`src/rtl/gpio_evt_pkg.sv`:
```
package gpio_evt_pkg;
  typedef enum logic [1:0] {
    EVT_BOTH = 2'b00,
    EVT_RISE = 2'b01,
    EVT_FALL = 2'b10,
    EVT_LOW  = 2'b11
  } evt_kind_e;

  localparam int unsigned OFS_DIR    = 'h00;
  localparam int unsigned OFS_DOUT   = 'h04;
  localparam int unsigned OFS_PIN    = 'h08;
  localparam int unsigned OFS_EVT    = 'h0C;
  localparam int unsigned OFS_MASK   = 'h10;
  localparam int unsigned OFS_KIND_L = 'h14;
  localparam int unsigned OFS_KIND_H = 'h18;
endpackage

```
`src/rtl/gpio_evt_sync.sv`:
```
module gpio_evt_sync #(
  parameter int unsigned W = 32
) (
  input  logic         clk_i,
  input  logic         rst_ni,
  input  logic [W-1:0] d_i,
  output logic [W-1:0] q_o
);
  logic [W-1:0] s1_q, s2_q;

  always_ff @(posedge clk_i or negedge rst_ni) begin
    if (!rst_ni) begin
      s1_q <= '0;
      s2_q <= '0;
    end else begin
      s1_q <= d_i;
      s2_q <= s1_q;
    end
  end

  assign q_o = s2_q;
endmodule

```
`src/rtl/gpio_evt_detect.sv`:
```
module gpio_evt_detect import gpio_evt_pkg::*; #(
  parameter int unsigned NPIN = 32
) (
  input  logic                 clk_i,
  input  logic                 rst_ni,
  input  logic      [NPIN-1:0] pin_s_i,
  input  evt_kind_e [NPIN-1:0] kind_i,
  input  logic      [NPIN-1:0] clr_i,
  output logic      [NPIN-1:0] evt_o
);
  logic [NPIN-1:0] prev_q, hit, evt_q;

  always_ff @(posedge clk_i or negedge rst_ni) begin
    if (!rst_ni) prev_q <= '0;
    else         prev_q <= pin_s_i;
  end

  for (genvar p = 0; p < NPIN; p++) begin : g_pin
    logic rise, fall, hit_p;
    assign rise = pin_s_i[p] & ~prev_q[p];
    assign fall = ~pin_s_i[p] & prev_q[p];

    always_comb begin
      case (kind_i[p])
        EVT_BOTH: hit_p = rise | fall;
        EVT_RISE: hit_p = rise;
        EVT_FALL: hit_p = fall;
        EVT_LOW:  hit_p = ~pin_s_i[p];
        default:  hit_p = 1'b0;
      endcase
    end
    assign hit[p] = hit_p;

    AST_CLR_TAKES: assert property (@(posedge clk_i) disable iff (!rst_ni)
      (clr_i[p] && !hit_p) |=> !evt_q[p]);
    AST_EVT_STICKY: assert property (@(posedge clk_i) disable iff (!rst_ni)
      (evt_q[p] && !clr_i[p]) |=> evt_q[p]);
    AST_HIT_BEATS_CLR: assert property (@(posedge clk_i) disable iff (!rst_ni)
      (clr_i[p] && hit_p) |=> evt_q[p]);
    AST_LOW_HOLDS: assert property (@(posedge clk_i) disable iff (!rst_ni)
      (kind_i[p] == EVT_LOW && !pin_s_i[p]) |=> evt_q[p]);
    AST_RISE_ONLY: assert property (@(posedge clk_i) disable iff (!rst_ni)
      (kind_i[p] == EVT_RISE && !evt_q[p] && !(pin_s_i[p] && !prev_q[p])) |=> !evt_q[p]);
  end

  // new event wins over a same-cycle clear
  always_ff @(posedge clk_i or negedge rst_ni) begin
    if (!rst_ni) evt_q <= '0;
    else         evt_q <= (evt_q & ~clr_i) | hit;
  end

  assign evt_o = evt_q;
endmodule

```
`src/rtl/gpio_evt_regs.sv`:
```
module gpio_evt_regs import gpio_evt_pkg::*; #(
  parameter int unsigned NPIN   = 32,
  parameter int unsigned ADDR_W = 8
) (
  input  logic              clk_i,
  input  logic              rst_ni,
  input  logic [ADDR_W-1:0] addr_i,
  input  logic              we_i,
  input  logic [NPIN-1:0]   wdata_i,
  output logic [NPIN-1:0]   rdata_o,
  input  logic [NPIN-1:0]   evt_i,
  input  logic [NPIN-1:0]   pin_s_i,
  output logic [NPIN-1:0]   dir_o,
  output logic [NPIN-1:0]   dout_o,
  output logic [NPIN-1:0]   mask_o,
  output logic [NPIN-1:0]   kind_l_o,
  output logic [NPIN-1:0]   kind_h_o,
  output logic [NPIN-1:0]   clr_o
);
  logic [NPIN-1:0] dir_q, dout_q, mask_q, kind_l_q, kind_h_q;

  always_ff @(posedge clk_i or negedge rst_ni) begin
    if (!rst_ni) begin
      dir_q    <= '0;
      dout_q   <= '0;
      mask_q   <= '0;
      kind_l_q <= '0;
      kind_h_q <= '0;
    end else if (we_i) begin
      if (addr_i == ADDR_W'(OFS_DIR))    dir_q    <= wdata_i;
      if (addr_i == ADDR_W'(OFS_DOUT))   dout_q   <= wdata_i;
      if (addr_i == ADDR_W'(OFS_MASK))   mask_q   <= wdata_i;
      if (addr_i == ADDR_W'(OFS_KIND_L)) kind_l_q <= wdata_i;
      if (addr_i == ADDR_W'(OFS_KIND_H)) kind_h_q <= wdata_i;
    end
  end

  assign clr_o = (we_i && addr_i == ADDR_W'(OFS_EVT)) ? wdata_i : '0;

  always_comb begin
    case (addr_i)
      ADDR_W'(OFS_DIR):    rdata_o = dir_q;
      ADDR_W'(OFS_DOUT):   rdata_o = dout_q;
      ADDR_W'(OFS_PIN):    rdata_o = pin_s_i;
      ADDR_W'(OFS_EVT):    rdata_o = evt_i;
      ADDR_W'(OFS_MASK):   rdata_o = mask_q;
      ADDR_W'(OFS_KIND_L): rdata_o = kind_l_q;
      ADDR_W'(OFS_KIND_H): rdata_o = kind_h_q;
      default:             rdata_o = '0;
    endcase
  end

  AST_MASK_HOLD: assert property (@(posedge clk_i) disable iff (!rst_ni)
    !(we_i && addr_i == ADDR_W'(OFS_MASK)) |=> $stable(mask_q));
  AST_KIND_HOLD: assert property (@(posedge clk_i) disable iff (!rst_ni)
    !we_i |=> ($stable(kind_l_q) && $stable(kind_h_q)));

  assign dir_o    = dir_q;
  assign dout_o   = dout_q;
  assign mask_o   = mask_q;
  assign kind_l_o = kind_l_q;
  assign kind_h_o = kind_h_q;
endmodule

```
`src/rtl/gpio_evt_ctrl.sv`:
```
module gpio_evt_ctrl import gpio_evt_pkg::*; #(
  parameter int unsigned NPIN   = 32,
  parameter int unsigned ADDR_W = 8
) (
  input  logic              clk_i,
  input  logic              rst_ni,
  input  logic [ADDR_W-1:0] reg_addr_i,
  input  logic              reg_we_i,
  input  logic [NPIN-1:0]   reg_wdata_i,
  output logic [NPIN-1:0]   reg_rdata_o,
  input  logic [NPIN-1:0]   gpio_i,
  output logic [NPIN-1:0]   gpio_o,
  output logic [NPIN-1:0]   gpio_oe_o,
  output logic              irq_o
);
  localparam int unsigned HALF = NPIN / 2;

  logic      [NPIN-1:0] pin_s, evt, mask, kind_l, kind_h, clr;
  evt_kind_e [NPIN-1:0] kind;

  gpio_evt_sync #(.W(NPIN)) u_sync (
    .clk_i (clk_i),
    .rst_ni(rst_ni),
    .d_i   (gpio_i),
    .q_o   (pin_s)
  );

  gpio_evt_regs #(.NPIN(NPIN), .ADDR_W(ADDR_W)) u_regs (
    .clk_i   (clk_i),
    .rst_ni  (rst_ni),
    .addr_i  (reg_addr_i),
    .we_i    (reg_we_i),
    .wdata_i (reg_wdata_i),
    .rdata_o (reg_rdata_o),
    .evt_i   (evt),
    .pin_s_i (pin_s),
    .dir_o   (gpio_oe_o),
    .dout_o  (gpio_o),
    .mask_o  (mask),
    .kind_l_o(kind_l),
    .kind_h_o(kind_h),
    .clr_o   (clr)
  );

  // fields packed top-down: lowest pin of each half in the top bits
  for (genvar p = 0; p < NPIN; p++) begin : g_kind
    if (p < HALF) begin : g_lo
      assign kind[p] = evt_kind_e'(kind_l[(HALF-1-p)*2 +: 2]);
    end else begin : g_hi
      assign kind[p] = evt_kind_e'(kind_h[(NPIN-1-p)*2 +: 2]);
    end
  end

  gpio_evt_detect #(.NPIN(NPIN)) u_det (
    .clk_i  (clk_i),
    .rst_ni (rst_ni),
    .pin_s_i(pin_s),
    .kind_i (kind),
    .clr_i  (clr),
    .evt_o  (evt)
  );

  assign irq_o = |(evt & mask);

  AST_IRQ_MASKED: assert property (@(posedge clk_i) disable iff (!rst_ni)
    (mask == '0) |-> !irq_o);
  AST_IRQ_NO_EVT: assert property (@(posedge clk_i) disable iff (!rst_ni)
    (evt == '0) |-> !irq_o);
endmodule

```
`config.mk`:
```
export PLATFORM = sky130hd
export DESIGN_NAME = gpio_evt_ctrl
export DESIGN_NICKNAME = d
export VERILOG_FILES = /design/src/rtl/gpio_evt_pkg.sv /design/src/rtl/gpio_evt_sync.sv /design/src/rtl/gpio_evt_detect.sv /design/src/rtl/gpio_evt_regs.sv /design/src/rtl/gpio_evt_ctrl.sv
export SDC_FILE = /design/constraint.sdc
export NUM_CORES = 1
export LEC_CHECK = 0
export ABC_CLOCK_PERIOD_IN_PS = 2230
export BUFFER_PORTS_ARGS = -buffer_cell sky130_fd_sc_hd__buf_4
export CAP_MARGIN = 20
export CELL_PAD_IN_SITES_DETAIL_PLACEMENT = 0
export CELL_PAD_IN_SITES_GLOBAL_PLACEMENT = 1
export CORE_AREA = 2 2 161 195
export CTS_CLUSTER_DIAMETER = 80
export CTS_CLUSTER_SIZE = 12
export DETAILED_ROUTE_END_ITERATION = 12
export DIE_AREA = 0 0 163 197
export PLACE_DENSITY_LB_ADDON = 0.12
export REMOVE_ABC_BUFFERS = 1
export SLEW_MARGIN = 15
export SYNTH_ARGS = -nofsm -noshare
export SYNTH_HDL_FRONTEND = slang
export SYNTH_SLANG_ARGS = --single-unit
export TNS_END_PERCENT = 100
```
`constraint.sdc`:
```
create_clock -name clk_i -period 2.23 [get_ports clk_i]
set_clock_uncertainty 0.1 [all_clocks]
set_input_delay 0.223 -clock clk_i [delete_from_list [all_inputs] [get_ports clk_i]]
set_output_delay 0.223 -clock clk_i [all_outputs]
set_load 0.1 [all_outputs]
```
# [Word level (Yosys, flattened, before mapping)]
# Index checks and enable logic that the tools add are counted.
[totals] output_inout_bits=97 ff_bits=288 inputBits=75
[op_classes] n_eq_ne=102 n_bitwise=164 n_reduce_logical=40 n_mux=34
[op_table] op="one-hot mux 32 bit (7 select lines)" count=1
[op_table] op="== test 2 bit (second input constant)" count=64
[op_table] op="one-hot mux 1 bit (4 select lines)" count=32
[op_table] op="bitwise AND 1 bit" count=64
[op_table] op="bitwise AND 32 bit" count=2
[op_table] op="== test 2 x 1 -> 1 bit (second input constant)" count=32
[op_table] op="logical NOT 2 bit" count=32
[op_table] op="NOT 1 bit" count=64
[op_table] op="two-way mux 32 bit" count=1
[op_table] op="NOT 32 bit" count=1
[op_table] op="bitwise OR 1 bit" count=32
[op_table] op="bitwise OR 32 bit" count=1
[op_table] op="OR reduction 32 bit" count=1
[op_table] op="== test 8 x 5 -> 1 bit (second input constant)" count=3
[op_table] op="== test 8 x 4 -> 1 bit (second input constant)" count=2
[op_table] op="AND reduction 2 bit" count=5
[op_table] op="== test 8 x 3 -> 1 bit (second input constant)" count=1
[op_table] op="logical NOT 8 bit" count=1
[op_table] op="logical AND 1 bit" count=1

# [Depth between registers and ports, before layout]
# Gate-level depths: netlist of the first run.
[logic_depth] word_depth=6 ltp_mapped=6

# [By module]
# Synthesis of the first run repeated with hierarchy kept, for this count alone.
[unflattened] hier_cells=1095 hier_area_um2=14207.4
[by_module_without_submodules] module="gpio_evt_regs" area_per_inst_um2=8585.7 n_inst=1 cells_per_inst=675
[by_module_without_submodules] module="gpio_evt_detect" area_per_inst_um2=3862.5 n_inst=1 cells_per_inst=335
[by_module_without_submodules] module="gpio_evt_sync" area_per_inst_um2=1601.5 n_inst=1 cells_per_inst=64
[by_module_without_submodules] module="gpio_evt_ctrl" area_per_inst_um2=157.7 n_inst=1 cells_per_inst=21

# [Worst setup path after synthesis of the first run]
# No wires, ideal clock.
[synth_path] path_type="in2out" start="input reg_addr_i[4]" end="output reg_rdata_o[20]" arrival_ps=2893 t_required_ps=1907 n_path_buf=3 setup_slack_ps=-986 stages=6 path_cell_list="buf_2 -> clkbuf_1 -> buf_1 -> mux2i_1 -> o22a_1 -> o211ai_1"
[synth_between] elab_chain_cells=2 word_cells_on_any_way=8 cone_classes="6 x eq/ne; 1 x mux; 1 x reduce/logical"
[synth_lines] element="start: declaration" line_no="gpio_evt_ctrl.sv:7" source="input logic [ADDR_W-1:0] reg_addr_i,"
[synth_lines] element="== test 8 x 5 -> 1 bit, or another cell as far along" line_no="gpio_evt_regs.sv:41" source="case (addr_i)"
[synth_lines] element="one-hot mux 32 bit (7 select lines) *" line_no="gpio_evt_regs.sv:41"
[synth_lines] element="end: declaration" line_no="gpio_evt_ctrl.sv:10" source="output logic [NPIN-1:0] reg_rdata_o,"
# Every way passes the cells marked *; elsewhere a longest branch is shown, timed or not.

# [Final worst setup path of the first run]
[layout_path] start="register u_regs.mask_q[20] (netlist: u_regs.mask_o[20])" end="output irq_o"
[layout_between] elab_chain_cells=2
[layout_lines] element="start: declaration" line_no="gpio_evt_regs.sv:20" source="logic [NPIN-1:0] dir_q, dout_q, mask_q, kind_l_q, kind_h_q;"
[layout_lines] element="start signal: assignment" line_no="gpio_evt_regs.sv:32" source="if (addr_i == ADDR_W'(OFS_MASK)) mask_q <= wdata_i;"
[layout_lines] element="bitwise AND 32 bit" line_no="gpio_evt_ctrl.sv:63" source="assign irq_o = |(evt & mask);"
[layout_lines] element="OR reduction 32 bit" line_no="gpio_evt_ctrl.sv:63"
[layout_lines] element="end: declaration" line_no="gpio_evt_ctrl.sv:14" source="output logic irq_o"
# No other way between the ends.

==> results by group, run 1 <==
Synth
  • Top-area cell type share of the netlist area: 0.5151
  • Largest family of logic cells by synthesized area: multiplexers
  • Yosys top cell by area: dfrtp_1
  • Synth Flop Type: dfrtp_1
  • Cell Area, Synth: around 0.014 mm2
  • XOR/XNOR share of the synthesized area: 0
  • Post-synthesis mux area share: 0.2468
  • Post-synthesis simple-gate area fraction: 0.06116
  • Post-synthesis compound-gate area fraction: 0.07565
  • Yosys cell types: 36
  • Gate Count Post-Synth: ~1,000
  • Post-synth EDFFs: 0
  • Ys Warns: 0
  • Seq cells post-synth: between 200 and 300
  • Sequential-to-total area share from yosys stat: 0.5151
  • Largest cells by area after synthesis: dfrtp_1, mux2_2, ha_1, mux4_2, mux2i_1
  • Mean Syn Cell Area: ~14 um2
  • Top cells by count, synth: dfrtp_1, mux2_2, inv_1
  • Ys async rst share: 1.000
  • Most frequent cell after synthesis: dfrtp_1
  • Area share of fa/ha/maj cells after synthesis: 0.05723

Timing
  • Worst slew pin tran: around 480 ps
  • Relative slew slack: 0.6786
  • Max-slew violation count: 0
  • Final Critical Period: 2457 ps
  • Worst hold slack: approximately 110 ps
  • Setup TNS: -227.3 ps
  • Final worst-path cycle share: 1.102
  • RSZ-0062 raised after global routing: yes
  • Final setup viols: 1
  • Max Freq: 407.0 MHz
  • Worst setup margin: -227.3 ps
  • Final hold violation count: 0

Power and ir drop
  • Pwr dens: roughly 640 mW/mm2
  • Power Total: approximately 12 mW
  • Max IR drop VDD: around 0.57 mV
  • LEAKAGE: 8.798 nW

Layout
  • Filler Cell Count: 2,446
  • Layout Nets: about 1,500
  • Final instance area: about 0.018 mm2
  • Area grow syn2layout: 29.83%
  • Layout cells sized above 1: 0.4121
  • Ant. Diodes: 0

Floorplan
  • CORE AREA: about 0.030 mm2
  • Chip width: between 150 and 200 um
  • Starting density of the core: 0.4631
  • Num rows: 70
  • Die Height: around 200 um
  • Die ar.: 0.03211 mm2
  • I/O pin count: ~170

Status
  • Violated checks: setup timing
  • Outcome: finished, violations left

Detailed routing
  • Vias/cell: around 5.6
  • Drt first pass iters: 5
  • DRT antenna net count: 0
  • WL per Instance: around 24 um
  • Routed vias: about 9,700
  • Routed wire length: about 41,000 um
  • DR DRC count: 0
  • First DRT Iteration DRCs: 475

Clock tree
  • Clock Sinks: about 290
  • H-tree Lvls: 1
  • Clk buf depth: 3
  • CTS root buffer: clkbuf_16
  • Clk slew on worst S/H paths: around 60 ps
  • Worst-Skew Late Latency: approximately 550 ps
  • TritonCTS Buffers: 27
  • CTS tree: yes

Worst setup path
  • Worst r2r src: u_sync.q_o[16]
  • WP data arrival: approximately 2100 ps
  • Endpoint type of the worst setup path: output pin
  • Crit start category: flip-flop
  • Worst Setup SP: u_regs.mask_o[20]
  • Critical Path Fanout Max: 3
  • Critical path type: reg2out
  • Data required, critical path: between 1500 and 2000 ps

Place
  • GP Congestion: around 0.82
  • DP Area: 0.01632 mm2
  • Port Buffer Count: 171
  • Post-place setup slack: -136.1 ps
  • Post-DP HPWL: roughly 28,000 um

GRT
  • Gr ovfl total: 0
  • Overall Global Routing Usage: 0.2575
  • First-pass GRT wire length: a little over 60,000 um
  • Vias in the first global route: ~10,000
  • Antenna violations before repair: 0
  • Largest net degree at the start of global routing: between 50 and 60

Hold path
  • Hold Path Class: in2async

Job
  • Max_cap viols: 0
where the power goes:
| group | internal, mW | switching (mW) | total [mW] |
|---|---|---|---|
| sequential | 5.45 | 0.215 | 5.67 |
| combinational | 0.772 | 1.11 | 1.88 |
| clock | 2.13 | 1.91 | 4.03 |
critical path: stages (launching register included):
cell     delay, ps
dfrtp_2        440
a22oi_2        250
nand4_1        120
or4_4          570
buf_12         190
per-layer routing:
metal  vias up  GRT usage  part of all wire  wire (um)
met5         -          0                 0          0
li1       4336          -                 -          -
met4         0    0.07375             0.024        991
met1      5001     0.3478              0.43      17540
met3        58    0.03072             0.048       1934
met2       261     0.4390              0.50      20070
metrics by stage:
stage / instances / util
detailed placement: 1611 / 0.5402
floorplan: 976 / -
global placement: 1611 / 0.5402
CTS: 1714 / 0.5951
finish: 1721 / 0.6012
global route: 1721 / 0.6012
state kept, by name, indices dropped and copies added (netlist names):
signal,cells
u_det.evt_o,32
u_det.prev_q,32
u_regs.dir_o,32
u_regs.dout_o,32
u_regs.kind_h_o,32
u_regs.kind_l_o,32
u_regs.mask_o,32
u_sync.q_o,32
u_sync.s1_q,32
layout by cell type, fill, tap and decap left out, types with 17 or more instances in the layout:
| master | count |
|---|---|
| a22oi_2 | 18 |
| nand3_1 | 31 |
| and3b_1 | 34 |
| o22a_1 | 17 |
| mux2i_1 | 48 |
| ha_1 | 64 |
| mux2_4 | 30 |
| dlygate4sd3_1 | 65 |
| nor2b_1 | 34 |
| inv_1 | 96 |
| o211ai_1 | 35 |
| buf_12 | 25 |
| buf_6 | 29 |
| a211o_1 | 32 |
| buf_4 | 198 |
| dfrtp_1 | 284 |
| mux2_2 | 156 |
| clkbuf_16 | 27 |
| mux4_2 | 32 |
kinds of logic (layout without fill, tap and decap cells):
logic type / count (synthesis) / after routing
buf+inv: 153 / 445
fa+ha+maj: 64 / 64
mux: 270 / 270
compound gates: 130 / 130
simple gates: 128 / 128
flops: 288 / 288
layout make-up:
class                      instances  area [um2]  share of cell area
clock buffer                      27       675.6             0.03719
timing repair buffer             321        3037              0.1672
tap                              396       495.5             0.02727
sequential                       288        7212              0.3970
inverter                          96       360.3             0.01984
multi-input combinational        592        6377              0.3511
clock inverter                     1       8.758           0.0004821
path summary, 6_finish.rpt:
| path | end | slack [ps] | depth (start not counted) |
|---|---|---|---|
| setup / recovery | irq_o | -230 | 4 |
| hold / removal | u_regs.dout_o[0] | 110 | 2 |
| setup reg to reg | u_det.evt_o[16] | 380 | 5 |
| hold reg to reg | u_sync.q_o[22] | 240 | 0 |
| max in group asynchronous | u_regs.dir_o[1] | 1220 | 3 |
| min in group clk_i | u_sync.s1_q[4] | 210 | 2 |
repair_timing:
action | in CTS | in global routing
resized for setup | 53 | 29
buffers inserted | 9 | 7
pin swaps | 12 | 13
hold buffers | 65 | 0
hold endpoints to repair | 511 | 0
setup endpoints to repair | 30 | 32
gates cloned | 1 | 0
Power figures use the tool's default switching activity.
==> run 2: changes to the inputs <==
--- a/config.mk
+++ b/config.mk
@@ -17,6 +17,7 @@
 export DIE_AREA = 0 0 163 197
 export PLACE_DENSITY_LB_ADDON = 0.12
 export REMOVE_ABC_BUFFERS = 1
+export SETUP_SLACK_MARGIN = 0.15
 export SLEW_MARGIN = 15
 export SYNTH_ARGS = -nofsm -noshare
 export SYNTH_HDL_FRONTEND = slang
==> run 2 against run 1 <==
Compared with the run above:
- the flow still finishes with violations (setup timing)
- via count up 0.32%
- sequential power about the same
- sequential share of layout area down 0.59 points
- non-clock buffer count up 12
- total power up 0.35%
- routed wire length up 0.50%
- worst setup slack worse by 0.90 ps
- register-to-register slack about the same
- clock-buffer cell count unchanged
- first-iteration DRC count up 7.8%
- sequential cell count unchanged
- utilization up 0.92 points
- largest power group unchanged
==> results by group, run 2 (synthesis gave the netlist of run 1 again) <==
Layout
  • Layout cells sized above 1: 0.4286
  • Area grow syn2layout: 31.82%
  • Post-route insts no fill: 1,734
  • Layout Nets: between 1,000 and 1,500
  • Commonest non-fill, non-tap cell in the layout: dfrtp_1
  • Most frequent cells in the layout: dfrtp_1, buf_4, mux2_2, inv_1, dlygate4sd3_1

Worst setup path
  • Reg2reg setup slack: 380 ps
  • Critical path type: reg2out
  • Worst path slowest cell: or4_4
  • Crit start category: flip-flop
  • Critical Path Fanout Max: 2
  • Worst r2r dst: u_det.evt_o[16]
  • Critical-path cell list: a22oi_2, buf_4, nand4_1, or4_4, buf_12
  • Slowest stage delay, CP: 540 ps
  • Endpoint type of the worst setup path: output pin
  • Data required, critical path: between 1500 and 2000 ps
  • Worst r2r src: u_sync.q_o[16]
  • R2r worst-path depth: 5
  • WP data arrival: approximately 2100 ps

Hold path
  • Hold Path Class: in2async

Place
  • GP Congestion: 0.8155
  • Post-DP HPWL: about 28,000 um
  • Cells after DPL: 1,611
  • Port Buffer Count: 171
  • Post-place setup slack: -136.1 ps

Detailed routing
  • WL per Instance: around 23 um
  • Routed vias: roughly 9,700
  • Routed wire length: about 40,000 um
  • DRT antenna net count: 0
  • Vias/cell: between 5 and 6
  • DR DRC count: 0
  • Drt first pass iters: 4
  • First DRT Iteration DRCs: 512

Floorplan
  • I/O pin count: between 150 and 200
  • Die ar.: approximately 0.032 mm2
  • CORE AREA: a little over 0.03 mm2
  • Num rows: 70
  • Chip width: roughly 160 um
  • Die Height: about 200 um
  • Starting density of the core: 0.4631

Status
  • Outcome: finished, violations left
  • Violated checks: setup timing

Power and ir drop
  • Sw Share: 0.2796
  • Max IR drop VDD: between 0.5 and 0.6 mV
  • Int Power: between 8 and 9 mW
  • Comb power frac: 0.165
  • Clk pwr share: 0.348
  • Sequential Power Share: 0.487
  • Net switching power of the design: about 3.2 mW
  • LEAKAGE: ~9 nW
  • Pwr dens: ~630 mW/mm2

Clock tree
  • Clk buf depth: 3
  • Worst-Skew Late Latency: between 500 and 600 ps
  • CTS tree: yes
  • Clock Sinks: roughly 290
  • H-tree Lvls: 1
  • TritonCTS Buffers: 27
  • Clk slew on worst S/H paths: ~60 ps
  • CTS root buffer: clkbuf_16

Timing
  • Worst setup margin: -228.2 ps
  • Max Freq: roughly 410 MHz
  • Relative slew slack: 0.6793
  • Final worst-path cycle share: 1.102
  • Max-slew violation count: 0
  • Setup TNS: -228.2 ps
  • RSZ-0062 raised after global routing: yes
  • Final hold violation count: 0
  • Final Critical Period: approximately 2500 ps
  • Worst slew pin tran: roughly 480 ps
  • Final setup viols: 1

Job
  • Max_cap viols: 0

GRT
  • Overall Global Routing Usage: 0.2582
  • First-pass GRT wire length: approximately 62,000 um
  • Antenna violations before repair: 1
  • Gr ovfl total: 0
  • Vias in the first global route: 10,228
  • Largest net degree at the start of global routing: between 50 and 60
-- run 2: changes by cell type in the layout (fill, tap and decap cells not counted), moves of 2 or more --
| cell | before | now |
|---|---|---|
| o221ai_1 | 6 | 0 |
| o221ai_2 | 8 | 14 |
| a22oi_2 | 18 | 24 |
| mux2_2 | 156 | 152 |
| buf_4 | 198 | 200 |
| mux2_4 | 30 | 34 |
| buf_8 | 3 | 14 |
| buf_6 | 29 | 27 |
| a22oi_1 | 12 | 6 |
-- run 2: what timing repair did --
item                                    in CTS  in global routing
endpoints found under the setup margin      33                 33
gates cloned                                 1                  0
gates resized for setup                     97                 31
pin swaps                                   28                 14
hold buffers                                65                  0
hold endpoints to repair                   511                  0
buffers inserted                            20                  8
-- run 2: worst max path at each step --
stage,startpoint,to,cells past startpoint
CTS,u_det.evt_o[25],irq_o,5
finish,u_det.evt_o[25],irq_o,5
global route,u_det.evt_o[25],irq_o,5
global placement,reg_addr_i[3],u_regs.dir_o[4],6
detailed placement,reg_addr_i[3],u_regs.dir_o[21],6
floorplan,reg_addr_i[0],u_regs.dout_o[0],3
-- run 2: stage by stage --
| step | cell area, um2 | utilization | power (mW) | hold slack (ps) |
|---|---|---|---|---|
| 2_1_floorplan | 13740 | - | 6.710 | -172.6 |
| 3_3_place_gp | 16320 | 0.5402 | 7.445 | 95.39 |
| 3_5_place_dp | 16320 | 0.5402 | 7.476 | 95.68 |
| 4_1_cts | 18250 | 0.6041 | 11.71 | 102.5 |
| 5_1_grt | 18440 | 0.6104 | 12.07 | 118.4 |
| 6_report | 18440 | 0.6104 | 11.62 | 106.5 |
-- run 2: area by class of cell --
| cell class | instances | area [um2] |
|---|---|---|
| Tap cell | 396 | 495.5 |
| Inverter | 96 | 360.3 |
| Clock inverter | 1 | 8.758 |
| Multi-Input combinational cell | 592 | 6474 |
| Sequential cell | 288 | 7213 |
| Antenna cell | 1 | 2.502 |
| Fill cell | 2412 | 11770 |
| Clock buffer | 27 | 675.6 |
| Timing Repair Buffer | 333 | 3214 |
-- run 2: power by group through the flow --
stage | Clock [mW] | Sequential [mW] | Combinational [mW]
floorplan | 0 | 6.09 | 0.625
global placement | 0 | 5.76 | 1.69
detailed placement | 0 | 5.76 | 1.71
CTS | 4.14 | 5.66 | 1.91
global route | 4.33 | 5.69 | 2.05
finish | 4.04 | 5.67 | 1.92
-- run 2: layer usage --
layer / track usage / vias up / share of wire
met2: 0.4390 / 255 / 0.50
met4: 0.07866 / 0 / 0.025
met1: 0.3485 / 5010 / 0.43
met5: 0 / - / 0
li1: - / 4362 / -
met3: 0.02946 / 60 / 0.052
-- run 2: worst max-delay path: cells and delay by family (launching register included) --
family                 cells  cell delay (ps)
and+or+nand+nor            2              630
DFF                        1              410
buffers and inverters      2              350
AOI/OAI and AO/OA          1              200
==> run 3: changes to the inputs <==
--- a/config.mk
+++ b/config.mk
@@ -6,7 +6,7 @@
 export NUM_CORES = 1
 export LEC_CHECK = 0
 export ABC_CLOCK_PERIOD_IN_PS = 2230
-export BUFFER_PORTS_ARGS = -buffer_cell sky130_fd_sc_hd__buf_4
+export BUFFER_PORTS_ARGS = -buffer_cell sky130_fd_sc_hd__buf_2
 export CAP_MARGIN = 20
 export CELL_PAD_IN_SITES_DETAIL_PLACEMENT = 0
 export CELL_PAD_IN_SITES_GLOBAL_PLACEMENT = 1
==> run 3 against run 2 <==
Compared with the run above:
- the flow still finishes with violations (setup timing)
- sequential power is essentially flat
- clock power shrank 2%
- critical path depth shrank 1
- critical endpoint unchanged
==> results by group, run 3 (synthesis gave the netlist of run 1 again) <==
GRT
  • Vias in the first global route: ~10,000
  • Antenna violations before repair: 1
  • Gr ovfl total: 0
  • Overall Global Routing Usage: 0.2542
  • Largest net degree at the start of global routing: approximately 60
  • First-pass GRT wire length: between 60,000 and 70,000 um

Detailed routing
  • First DRT Iteration DRCs: roughly 530
  • Routed wire length: ~41,000 um
  • WL per Instance: about 23 um
  • Drt first pass iters: 4
  • DRT antenna net count: 0
  • Vias/cell: between 5 and 6
  • Routed vias: 9,694
  • DR DRC count: 0

Timing
  • Relative slew slack: 0.6737
  • Worst setup margin: -200.9 ps
  • Final Critical Period: around 2400 ps
  • Final worst-path cycle share: 1.090
  • Final hold violation count: 0
  • RSZ-0062 raised after global routing: yes
  • Worst slew pin tran: 492.8 ps
  • Max-slew violation count: 0
  • Worst hold slack: 89.48 ps
  • Max Freq: 411.4 MHz
  • Final setup viols: 1

Place
  • DP Area: ~0.016 mm2
  • GP Congestion: 0.7988
  • Post-DP HPWL: between 20,000 and 30,000 um
  • Port Buffer Count: 171

Worst setup path
  • Worst Setup SP: u_regs.mask_o[20]
  • Slowest stage delay, CP: between 500 and 600 ps
  • Critical path type: reg2out
  • Critical-path cell list: a22oi_2, nand4_1, or4_4, buf_12
  • Critical Path Fanout Max: 2
  • Worst r2r dst: u_det.evt_o[29]
  • Stages on worst setup path: 4
  • Data required, critical path: ~1900 ps
  • Worst path slowest cell: or4_4
  • Worst Setup EP: irq_o
  • R2r worst-path depth: 6
  • Worst r2r src: u_sync.q_o[29]
  • CP bufs+invs: 1
  • Family with the most delay on the worst path: simple AND/OR/NAND/NOR gates
  • Endpoint type of the worst setup path: output pin
  • Crit start category: flip-flop
  • WP data arrival: 2110 ps
  • Reg2reg setup slack: between 300 and 400 ps

Floorplan
  • Chip width: ~160 um
  • Die Height: just under 200 um
  • Num rows: 70
  • CORE AREA: approximately 0.03 mm2
  • I/O pin count: roughly 170
  • Die ar.: roughly 0.032 mm2
  • Starting density of the core: 0.4631

Layout
  • Most frequent cells in the layout: dfrtp_1, mux2_2, buf_2, inv_1, buf_4
  • Filler Cell Count: between 2,000 and 2,500
  • Layout Nets: between 1,000 and 1,500
  • Layout cells sized above 1: 0.4313
  • Ant. Diodes: 0
  • Commonest non-fill, non-tap cell in the layout: dfrtp_1
  • Area grow syn2layout: 31.40%
  • Final instance area: around 0.018 mm2

Clock tree
  • Clk buf depth: 3
  • Clock Sinks: between 200 and 300
  • Clk slew on worst S/H paths: approximately 60 ps
  • CTS root buffer: clkbuf_16
  • Worst-Skew Late Latency: 530 ps
  • H-tree Lvls: 1
  • CTS tree: yes
  • TritonCTS Buffers: 27

Status
  • Outcome: finished, violations left
  • Violated checks: setup timing

Power and ir drop
  • Pwr dens: roughly 620 mW/mm2
  • Power Total: approximately 11 mW
  • Max IR drop VDD: roughly 0.54 mV
  • LEAKAGE: 8.974 nW

Hold path
  • Hold Path Class: in2async

Job
  • Max_cap viols: 0
==> run 3: cell types whose count changed in the layout (fill, tap and decap cells not counted), moves of 6 or more <==
cell | before | now
buf_8 | 14 | 4
clkbuf_16 | 27 | 41
dfrtp_2 | 5 | 11
dfrtp_1 | 283 | 277
mux2_2 | 152 | 143
buf_6 | 27 | 7
buf_2 | 0 | 133
buf_12 | 26 | 37
buf_4 | 200 | 76
mux2_4 | 34 | 43
==> run 3: routing by layer <==
layer	up-vias	track usage	share of wire
met5	-	0	0
met4	0	0.06621	0.021
met3	47	0.02673	0.050
met2	258	0.4314	0.50
met1	5014	0.3497	0.43
li1	4375	-	-
==> run 3: layout make-up <==
cell class	count	area [um2]	share of cell area
Sequential cell	288	7221	0.3927
Multi-Input combinational cell	592	6490	0.3530
Timing Repair Buffer	337	3144	0.1710
Clock buffer	27	675.6	0.03675
Tap cell	396	495.5	0.02695
Inverter	96	360.3	0.01960
==> run 3: worst register-to-register path, delay by kind of cell, from the launching register on <==
kind | cells | cell delay [ps]
flops | 1 | 380
fa+ha+maj | 1 | 270
compound gates | 1 | 290
mux | 1 | 480
buf+inv | 3 | 230
==> run 3: per-stage QoR <==
step,setup TNS [ps],instances,utilization,worst slack [ps]
final,-200.9,1736,0.6085,-200.9
after global routing,-431.5,1736,0.6085,-256.5
after CTS,-228.0,1727,0.6007,-216.5
after detailed placement,-2170,1610,0.5406,-115.8
after global placement,-919.6,1610,0.5406,-93.17
after floorplan,-365510,976,-,-2986
==> run 3: worst min path at each step <==
stage / endpoint / start / slack, ps
3_5_place_dp: u_sync.s1_q[15] / rst_ni / 60
6_report: u_regs.dout_o[0] / rst_ni / 90
5_1_grt: u_sync.s1_q[15] / rst_ni / 90
2_1_floorplan: u_det.evt_o[0] / rst_ni / -170
3_3_place_gp: u_sync.s1_q[15] / rst_ni / 60
4_1_cts: u_sync.q_o[15] / rst_ni / 80
==> run 3: repair_timing <==
item | in CTS | in global routing
gates resized for setup | 63 | 40
hold endpoints to repair | 512 | 0
pin swaps | 32 | 20
cloned | 1 | 0
endpoints found under the setup margin | 33 | 33
hold buffers | 65 | 0
setup buffers | 24 | 9
==> run 3: power breakdown <==
| group | total, mW | internal [mW] | switching, mW | leakage (nW) |
|---|---|---|---|---|
| logic | 1.86 | 0.732 | 1.12 | 5.05 |
| clock network | 3.96 | 2.12 | 1.84 | 0.333 |
| registers | 5.66 | 5.46 | 0.205 | 3.59 |
